`src/rtl/dual_pio_pkg.sv`:
```
package dual_pio_pkg;
  localparam int unsigned NUM_BANKS      = 2;
  localparam int unsigned PORTS_PER_BANK = 3;
  localparam int unsigned CTRL_SLOT      = 3;
  localparam logic [3:0]  IRQ_EN_OFS     = 4'hB;
  localparam logic [3:0]  IRQ_CLR_OFS    = 4'hF;

  // 1 = input
  typedef struct packed {
    logic dir_a;
    logic dir_b;
    logic dir_cl;
    logic dir_ch;
  } bank_dir_t;
endpackage

```
`src/rtl/pio_sync.sv`:
```
module pio_sync #(
  parameter int unsigned W = 8
) (
  input  logic         clk_i,
  input  logic         rst_ni,
  input  logic [W-1:0] d_i,
  output logic [W-1:0] q_o
);
  logic [W-1:0] s1_q, s2_q;

  always_ff @(posedge clk_i or negedge rst_ni) begin
    if (!rst_ni) begin
      s1_q <= '0;
      s2_q <= '0;
    end else begin
      s1_q <= d_i;
      s2_q <= s1_q;
    end
  end

  assign q_o = s2_q;
endmodule

```
`src/rtl/pio_bank.sv`:
```
module pio_bank
  import dual_pio_pkg::*;
#(
  parameter int unsigned PORT_W = 8
) (
  input  logic                         clk_i,
  input  logic                         rst_ni,
  input  logic [PORTS_PER_BANK-1:0]    wr_port_i,
  input  logic                         wr_ctrl_i,
  input  logic [PORT_W-1:0]            wdata_i,
  input  logic [PORTS_PER_BANK*PORT_W-1:0] pin_sync_i,
  input  logic [1:0]                   rd_sel_i,
  output logic [PORTS_PER_BANK*PORT_W-1:0] out_o,
  output logic [PORTS_PER_BANK*PORT_W-1:0] oe_o,
  output logic [PORT_W-1:0]            rd_data_o
);
  localparam int unsigned HALF  = PORT_W / 2;
  localparam int unsigned SEL_W = $clog2(PORT_W);

  bank_dir_t dir_q;
  logic [PORTS_PER_BANK-1:0][PORT_W-1:0] lat_q, dir_v, pin_v, view_v;
  logic [SEL_W-1:0] bit_sel;

  assign bit_sel = wdata_i[SEL_W:1];

  always_ff @(posedge clk_i or negedge rst_ni) begin
    if (!rst_ni) begin
      lat_q <= '0;
      dir_q <= '{dir_a: 1'b1, dir_b: 1'b1, dir_cl: 1'b1, dir_ch: 1'b1};
    end else if (wr_ctrl_i && wdata_i[7]) begin
      dir_q <= '{dir_a: wdata_i[4], dir_b: wdata_i[1],
                 dir_cl: wdata_i[0], dir_ch: wdata_i[3]};
      lat_q <= '0;
    end else if (wr_ctrl_i) begin
      lat_q[2][bit_sel] <= wdata_i[0];
    end else begin
      for (int p = 0; p < PORTS_PER_BANK; p++) begin
        if (wr_port_i[p]) lat_q[p] <= wdata_i;
      end
    end
  end

  assign dir_v[0] = {PORT_W{dir_q.dir_a}};
  assign dir_v[1] = {PORT_W{dir_q.dir_b}};
  assign dir_v[2] = {{HALF{dir_q.dir_ch}}, {HALF{dir_q.dir_cl}}};

  assign pin_v  = pin_sync_i;
  assign view_v = (dir_v & pin_v) | (~dir_v & lat_q);

  assign out_o     = lat_q;
  assign oe_o      = ~dir_v;
  assign rd_data_o = (rd_sel_i < 2'd3) ? view_v[rd_sel_i] : '0;
endmodule

```
`src/rtl/pio_irq_unit.sv`:
```
module pio_irq_unit #(
  parameter int unsigned NUM_SRC = 2
) (
  input  logic               clk_i,
  input  logic               rst_ni,
  input  logic [NUM_SRC-1:0] src_i,
  input  logic               en_set_i,
  input  logic               en_clr_i,
  input  logic               clr_i,
  output logic               irq_o,
  output logic               en_o
);
  logic [NUM_SRC-1:0] prev_q, pend_q, rise;
  logic               en_q;

  assign rise = src_i & ~prev_q;

  always_ff @(posedge clk_i or negedge rst_ni) begin
    if (!rst_ni) begin
      prev_q <= '0;
      pend_q <= '0;
      en_q   <= 1'b0;
    end else begin
      prev_q <= src_i;
      if (en_set_i)      en_q <= 1'b1;
      else if (en_clr_i) en_q <= 1'b0;
      // a new edge in the clear cycle survives
      pend_q <= (pend_q & ~{NUM_SRC{clr_i}}) | (rise & {NUM_SRC{en_q}});
    end
  end

  assign irq_o = |pend_q;
  assign en_o  = en_q;
endmodule

```
`src/rtl/dual_pio_ctrl.sv`:
```
module dual_pio_ctrl
  import dual_pio_pkg::*;
#(
  parameter int unsigned PORT_W  = 8,
  parameter int unsigned ADDR_W  = 4,
  parameter int unsigned IRQ_BIT = 3
) (
  input  logic                clk_i,
  input  logic                rst_ni,
  input  logic [ADDR_W-1:0]   addr_i,
  input  logic [PORT_W-1:0]   wdata_i,
  input  logic                wr_i,
  input  logic                rd_i,
  output logic [PORT_W-1:0]   rdata_o,
  input  logic [NUM_BANKS*PORTS_PER_BANK*PORT_W-1:0] pin_i,
  output logic [NUM_BANKS*PORTS_PER_BANK*PORT_W-1:0] pin_o,
  output logic [NUM_BANKS*PORTS_PER_BANK*PORT_W-1:0] pin_oe_o,
  output logic                irq_o
);
  localparam int unsigned BANK_LINES = PORTS_PER_BANK * PORT_W;
  localparam int unsigned LINES      = NUM_BANKS * BANK_LINES;
  localparam int unsigned IRQ_LINE   = 2 * PORT_W + IRQ_BIT;

  logic [LINES-1:0] pin_sync;
  logic             in_banks;
  logic             bank_sel;
  logic [1:0]       slot;
  logic [NUM_BANKS-1:0][PORT_W-1:0] bank_rd;
  logic [NUM_BANKS-1:0] irq_src;
  logic             irq_en;

  assign in_banks = (addr_i[ADDR_W-1:3] == '0);
  assign bank_sel = addr_i[2];
  assign slot     = addr_i[1:0];

  pio_sync #(.W(LINES)) u_sync (
    .clk_i (clk_i),
    .rst_ni(rst_ni),
    .d_i   (pin_i),
    .q_o   (pin_sync)
  );

  for (genvar b = 0; b < NUM_BANKS; b++) begin : g_bank
    logic [PORTS_PER_BANK-1:0] wr_port;
    logic                      wr_ctrl;
    logic                      hit;

    assign hit     = wr_i && in_banks && (bank_sel == b[0]);
    assign wr_ctrl = hit && (slot == 2'(CTRL_SLOT));
    for (genvar p = 0; p < PORTS_PER_BANK; p++) begin : g_port
      assign wr_port[p] = hit && (slot == 2'(p));
    end

    pio_bank #(.PORT_W(PORT_W)) u_bank (
      .clk_i     (clk_i),
      .rst_ni    (rst_ni),
      .wr_port_i (wr_port),
      .wr_ctrl_i (wr_ctrl),
      .wdata_i   (wdata_i),
      .pin_sync_i(pin_sync[b*BANK_LINES +: BANK_LINES]),
      .rd_sel_i  (slot),
      .out_o     (pin_o[b*BANK_LINES +: BANK_LINES]),
      .oe_o      (pin_oe_o[b*BANK_LINES +: BANK_LINES]),
      .rd_data_o (bank_rd[b])
    );

    assign irq_src[b] = pin_sync[b*BANK_LINES + IRQ_LINE];
  end

  pio_irq_unit #(.NUM_SRC(NUM_BANKS)) u_irq (
    .clk_i   (clk_i),
    .rst_ni  (rst_ni),
    .src_i   (irq_src),
    .en_set_i(wr_i && (addr_i == ADDR_W'(IRQ_EN_OFS))),
    .en_clr_i(rd_i && (addr_i == ADDR_W'(IRQ_EN_OFS))),
    .clr_i   (wr_i && (addr_i == ADDR_W'(IRQ_CLR_OFS))),
    .irq_o   (irq_o),
    .en_o    (irq_en)
  );

  assign rdata_o = in_banks ? bank_rd[bank_sel] : '0;
endmodule

```
`config.mk`:
```
export PLATFORM = sky130hd
export DESIGN_NAME = dual_pio_ctrl
export DESIGN_NICKNAME = d
export VERILOG_FILES = /design/src/rtl/dual_pio_pkg.sv /design/src/rtl/pio_sync.sv /design/src/rtl/pio_bank.sv /design/src/rtl/pio_irq_unit.sv /design/src/rtl/dual_pio_ctrl.sv
export SDC_FILE = /design/constraint.sdc
export NUM_CORES = 1
export LEC_CHECK = 0
export BUFFER_PORTS_ARGS = -buffer_cell sky130_fd_sc_hd__buf_2
export CORE_MARGIN = 1.5
export CORE_UTILIZATION = 45
export CTS_CLUSTER_SIZE = 24
export DETAILED_ROUTE_END_ITERATION = 10
export GPL_TIMING_DRIVEN = 0
export PLACE_DENSITY = 0.66
export REMOVE_ABC_BUFFERS = 1
export SLEW_MARGIN = 15
export SYNTH_ARGS = -nofsm -noshare
export SYNTH_HDL_FRONTEND = slang
export SYNTH_HIERARCHICAL = 1
export SYNTH_SLANG_ARGS = --single-unit
```
`constraint.sdc`:
```
create_clock -name clk_i -period 3 [get_ports clk_i]
set_clock_uncertainty 0.05 [all_clocks]
set_input_delay 0.6 -clock clk_i [delete_from_list [all_inputs] [get_ports clk_i]]
set_output_delay 0.6 -clock clk_i [all_outputs]
set_load 0.005 [all_outputs]
```
# ---- After elaboration in Yosys (flattened, before gate mapping)
# Index checks and enable logic that the tools add are counted.
dict set report word_totals {
  word_cells 104
  output_inout_bits 105
  input_bits 64
  ff_bits 157
}
dict set report classes {
  n_eq_ne 7
  mux 27
  order_cmp 5
  bitwise_logic 16
  reduce_logical 30
}
# operator n
set op_table {}
lappend op_table {{$mux W8} 15}
lappend op_table {{$and A24 B24 Y24} 4}
lappend op_table {{$mux W24} 2}
lappend op_table {{$not A24 Y24} 2}
lappend op_table {{$or A24 B24 Y24} 2}
lappend op_table {{$bmux W8 S2} 2}
lappend op_table {{$mux W16} 2}
lappend op_table {{$logic_and A1 B1 Y1} 17}
lappend op_table {{$bwmux W8} 2}
lappend op_table {{$reduce_bool A2 Y1} 5}
lappend op_table {{$eq A4 B4 Y1 const B} 2}
lappend op_table {{$reduce_and A2 Y1} 4}
lappend op_table {{$and A2 B2 Y2} 3}
lappend op_table {{$reduce_bool A3 Y1} 2}
lappend op_table {{$eq A2 B2 Y1 const B} 2}
lappend op_table {{$lt A3 B4 Y1 const B} 1}
lappend op_table {{$ne A2 B2 Y1 const B} 2}
lappend op_table {{$not A2 Y2} 2}
lappend op_table {{$demux W1 S3} 1}
lappend op_table {{$ge A3 B1 Y1 const B} 1}
lappend op_table {{$lt A2 B3 Y1 const B} 1}
lappend op_table {{$mux W1} 3}
lappend op_table {{$eq A2 B1 Y1 const B} 1}
lappend op_table {{$logic_not A2 Y1} 1}
lappend op_table {{other kinds (5)} 6}

# ---- Logic depth before layout (Yosys ltp)
dict set report logic_depth {
  depth_word 9
  ltp_mapped 7
  mapped_depth_nobuf 5
}

# ---- Modules after synthesis
# The synthesis kept the hierarchy.
# module cells_each area_each_um2 seq_area_each_um2 n_inst
set by_module_without_submodules {}
lappend by_module_without_submodules {pio_bank 217 2025.7 705.7 2}
lappend by_module_without_submodules {pio_sync 96 2402.3 2402.3 1}
lappend by_module_without_submodules {dual_pio_ctrl 38 232.7 0.0 1}
lappend by_module_without_submodules {pio_irq_unit 14 180.2 125.1 1}

# ---- Worst setup path before layout
# OpenSTA, ideal clock, no wires.
dict set report synth_path {
  path_type {input to register}
  startpoint {in addr_i[2]}
  endpoint {reg g_bank[0].u_bank.lat_q (netlist bit g_bank[0].u_bank/out_o[19])}
  t_required_ps 2829
  arrival_time_ps 1888
  setup_slack_ps 941
  path_buffers 3
  cell_stages 7
  setup_ps 121
  cell_sequence {buf_6 > buf_6 > nor3_1 > nor2b_1 > buf_2 > a21oi_1 > o22a_1}
}
dict set report synth_via {
  elab_chain_cells 5
  elab_cells_between_ends 8
  cone_classes {mux: 2; bitwise: 1; reduce/logical: 5}
}
# element line
set synth_lines {}
lappend synth_lines {{start, declared} dual_pio_ctrl.sv:10} ;# input logic [ADDR_W-1:0] addr_i,
lappend synth_lines {{$not A1 Y1 *} dual_pio_ctrl.sv:48} ;# assign hit = wr_i && in_banks && (bank_sel == b[0]);
lappend synth_lines {{$logic_and A1 B1 Y1 *} dual_pio_ctrl.sv:48}
lappend synth_lines {{$logic_and A1 B1 Y1 *} dual_pio_ctrl.sv:49} ;# assign wr_ctrl = hit && (slot == 2'(CTRL_SLOT));
lappend synth_lines {{named net g_bank[0].wr_ctrl} dual_pio_ctrl.sv:45} ;# logic wr_ctrl;
lappend synth_lines {{$mux W8 / $logic_and A1 B1 Y1 (equally long branches)} {pio_bank.sv:34, pio_bank.sv:30}}
lappend synth_lines {{$mux W24 / $reduce_bool A3 Y1 (equally long branches)} -}
lappend synth_lines {{end signal, assigned by index} pio_bank.sv:35} ;# lat_q[2][bit_sel] <= wdata_i[0];
lappend synth_lines {{end signal, assigned by index} pio_bank.sv:38} ;# if (wr_port_i[p]) lat_q[p] <= wdata_i;
lappend synth_lines {{end, declared} pio_bank.sv:21} ;# logic [PORTS_PER_BANK-1:0][PORT_W-1:0] lat_q, dir_v, pin_v, view_v;
# Mark *: on every way through the listed nets, which the timed path passes. The rest lies on a longest branch.
# A chain may end at the register's enable or synchronous reset.

==> flow_summary.yaml <==
clocking:
  clkTransAtPathRegs_ps: 60
  cts_setup_buffers: 0
  htreeDepth: 4
  cts_root_buffer: "clkbuf_16"
  numCtsBuffers: 17
  clkLatencyLatePin_ps: 430
  cts_resized: 0
  clock_path_buffers: 2
  cts_tree: "built"
  hold_buffers: 0
  numClockSinks: 157
routing:
  routed_via_density: 5.43
  drc: 0
  drt-pass1-iter-count: 4
  drt_iter0_markers: 269
  final_antenna_net_count: 0
  wirelength_mm: 17.2
  avgRoutedWirePerCell_um: 19.2
  vias: 4873
timing:
  setup_viol: 0
  rsz0062_at_grt: "no"
  timing.fmax_mhz: 353
  hold_viol: 0
  min_period_over_period_pct: 94.5
  min_period_ps: 2830
  worst_pin_slew_ps: 1120
  max_slew_margin_pct: 24.8
  fin_setup_tns_ps: 0
  drv_slew: 0
setup_path:
  criticalPathCategory: "flop to primary output"
  cp.required_ps: 2350
  crit_path_end_kind: "primary output"
  critPathMaxFanout: 10
  r2r_cells: 1
  setup.worst_path.start_class: "flop"
  r2r_end: "g_bank[0].u_bank/dir_q[2]"
  crit_arrival_ps: 2180
  r2r_start: "g_bank[0].u_bank/dir_q[2]"
  r2r_slack_ps: 1950
global_routing:
  grt_util_all_layers_pct: 22.5
  grt_max_degree: 93
  grt_pass1_wl_mm: 27.3
  grt_pass1_vias: 4849
  antenna_found_initial: 0
  overflow: 0
floorplan:
  die-area_um2: 16000
  fp.dieW_um: 127
  die_y_um: 127
  io_pins: 169
  core_um2: 14700
  start_util_pct: 46.7
  rows: 44
cells_and_area:
  syn_to_final_growth_pct: 19.2
  multi_input_area_um2: 2410
  finalNetCount: 764
  nFillCells: 1248
  fin_util_pct: 55.7
  regArea_um2: 3940
  fin_area_um2: 8180
  drive_gt1_share_pct: 32.7
  n_antenna_cell: 0
  final_cells: 897
synth:
  synth-seq-cells: 157
  netlist_area_um2: 6870
  yosysUniqueCellTypes: 39
  async_flop_share_pct: 100
  synth-edff-count: 0
  avgSynthCellArea_um2: 11.8
  syn-instance-count: 582
  seq_area_frac_synth_pct: 57.4
  synth.yosys.warnings: 6
  ys.flop_type: "dfrtp_1"
place:
  port_buffers: 168
  gp_congestion: 0.809
  dpl.hpwl_mm: 11.7
  dp.cells: 865
  placedInstanceArea_um2: 7590
power:
  cellPowerDensity_nw_per_um2: 708
  p_leak_nw: 3.63
  peakVddDrop_uv: 404
outcome:
  outcome: "finished clean"
min_path:
  hp-class: "input port to asynchronous set/reset pin"
run:
  maxCapViolations: 0
-- cell families after synthesis --
kind of cell	share of synthesized area [%]
AO/OA/AOI/OAI	9.18
buffers and inverters	8.25
flip-flops	57.4
multiplexers	15.0
AND/OR/NAND/NOR	10.2
-- metal layers --
layer,wire length [µm],part of all wire (%),GRT usage (%)
met5,0,0,0
met2,8100,47,34.2
met1,7430,43,30.7
met3,1250,7.3,6.37
met4,420,2.4,8.59
-- critical path: stages (launching register included) --
cell      delay (ps)
dfstp_2          740
mux2i_1          290
or3_1            150
o221ai_1         150
mux2i_1          230
nor2_1            50
buf_2            130
-- flip-flops by register name (all words and copies together) (netlist names) --
name,count
u_irq/prev_q,2
u_sync/s1_q,48
u_irq/en_o,1
g_bank.u_bank/dir_q,8
u_sync/q_o,48
g_bank.u_bank/out_o,48
u_irq/pend_q,2
-- where the power goes --
group          internal (W)  switching [W]  total, W
Combinational      0.000522       0.000524   0.00105
Clock               0.00121       0.000865   0.00207
Sequential          0.00239       0.000279   0.00267
-- stage by stage --
stage / hold slack [ps] / power [W] / setup WS [ps]
after global placement: 285 / 0.00371 / -2600
after global routing: 91.0 / 0.00608 / 40.9
after CTS: 67.3 / 0.00585 / 165
final: 60.1 / 0.00579 / 166
after floorplan: 254 / 0.00312 / -561
after detailed placement: 285 / 0.00376 / -195
-- cell usage after synthesis, drive strengths merged, types with 6 or more instances --
library cell | instances | area [µm²]
dfrtp | 149 | 3730
mux2i | 96 | 961
buf | 65 | 445
nand2 | 39 | 151
o21ai | 38 | 198
nor2 | 19 | 71.3
inv | 17 | 63.8
o221ai | 16 | 140
or3 | 16 | 100
a21oi | 14 | 70.1
clkbuf | 14 | 57.6
nand2b | 13 | 86.3
dfstp | 8 | 210
nor2b | 8 | 50.1
nor3 | 8 | 40.0
o22ai | 8 | 50.1
nand3b | 7 | 52.6
mux2 | 6 | 67.6
o21a | 6 | 45.0
-- layout by cell type, fill, tap and decap left out, drive strengths merged, types with 4 or more instances in the layout --
| master | count |
|---|---|
| nand2 | 39 |
| clkinvlp | 4 |
| dfrtp | 149 |
| o22ai | 8 |
| nand3b | 7 |
| o221ai | 16 |
| o22a | 4 |
| clkinv | 6 |
| nor3 | 8 |
| nor3b | 4 |
| nand3 | 4 |
| a21oi | 14 |
| nor2b | 8 |
| nor4b | 4 |
| o21a | 6 |
| inv | 18 |
| dfstp | 8 |
| nand2b | 13 |
| buf | 178 |
| mux2 | 6 |
| nor2 | 19 |
| clkbuf | 20 |
| or3b | 4 |
| o21ai | 38 |
| mux2i | 96 |
| or3 | 16 |
-- how the worst max path moves through the flow --
stage                                  to  slack, ps                      start  cells past startpoint
2_1_floorplan  g_bank[0].u_bank/out_o[19]       -560                  addr_i[0]                      5
5_1_grt                        rdata_o[7]         40                  addr_i[0]                      6
3_5_place_dp    g_bank[0].u_bank/out_o[9]       -190                  addr_i[0]                      9
3_3_place_gp   g_bank[0].u_bank/out_o[21]      -2600                  addr_i[0]                      6
4_1_cts                        rdata_o[1]        160  g_bank[1].u_bank/dir_q[3]                      6
6_report                       rdata_o[1]        170  g_bank[1].u_bank/dir_q[3]                      6
-- layout make-up --
| class | instances | area share [%] |
|---|---|---|
| sequential | 157 | 48.1 |
| multi-input combinational | 329 | 29.4 |
| timing repair buffer | 178 | 11.8 |
| clock buffer | 20 | 5.70 |
| tap | 184 | 2.81 |
| clock inverter | 12 | 1.39 |
| inverter | 17 | 0.780 |
No activity file was read; power rests on OpenSTA's default activity.
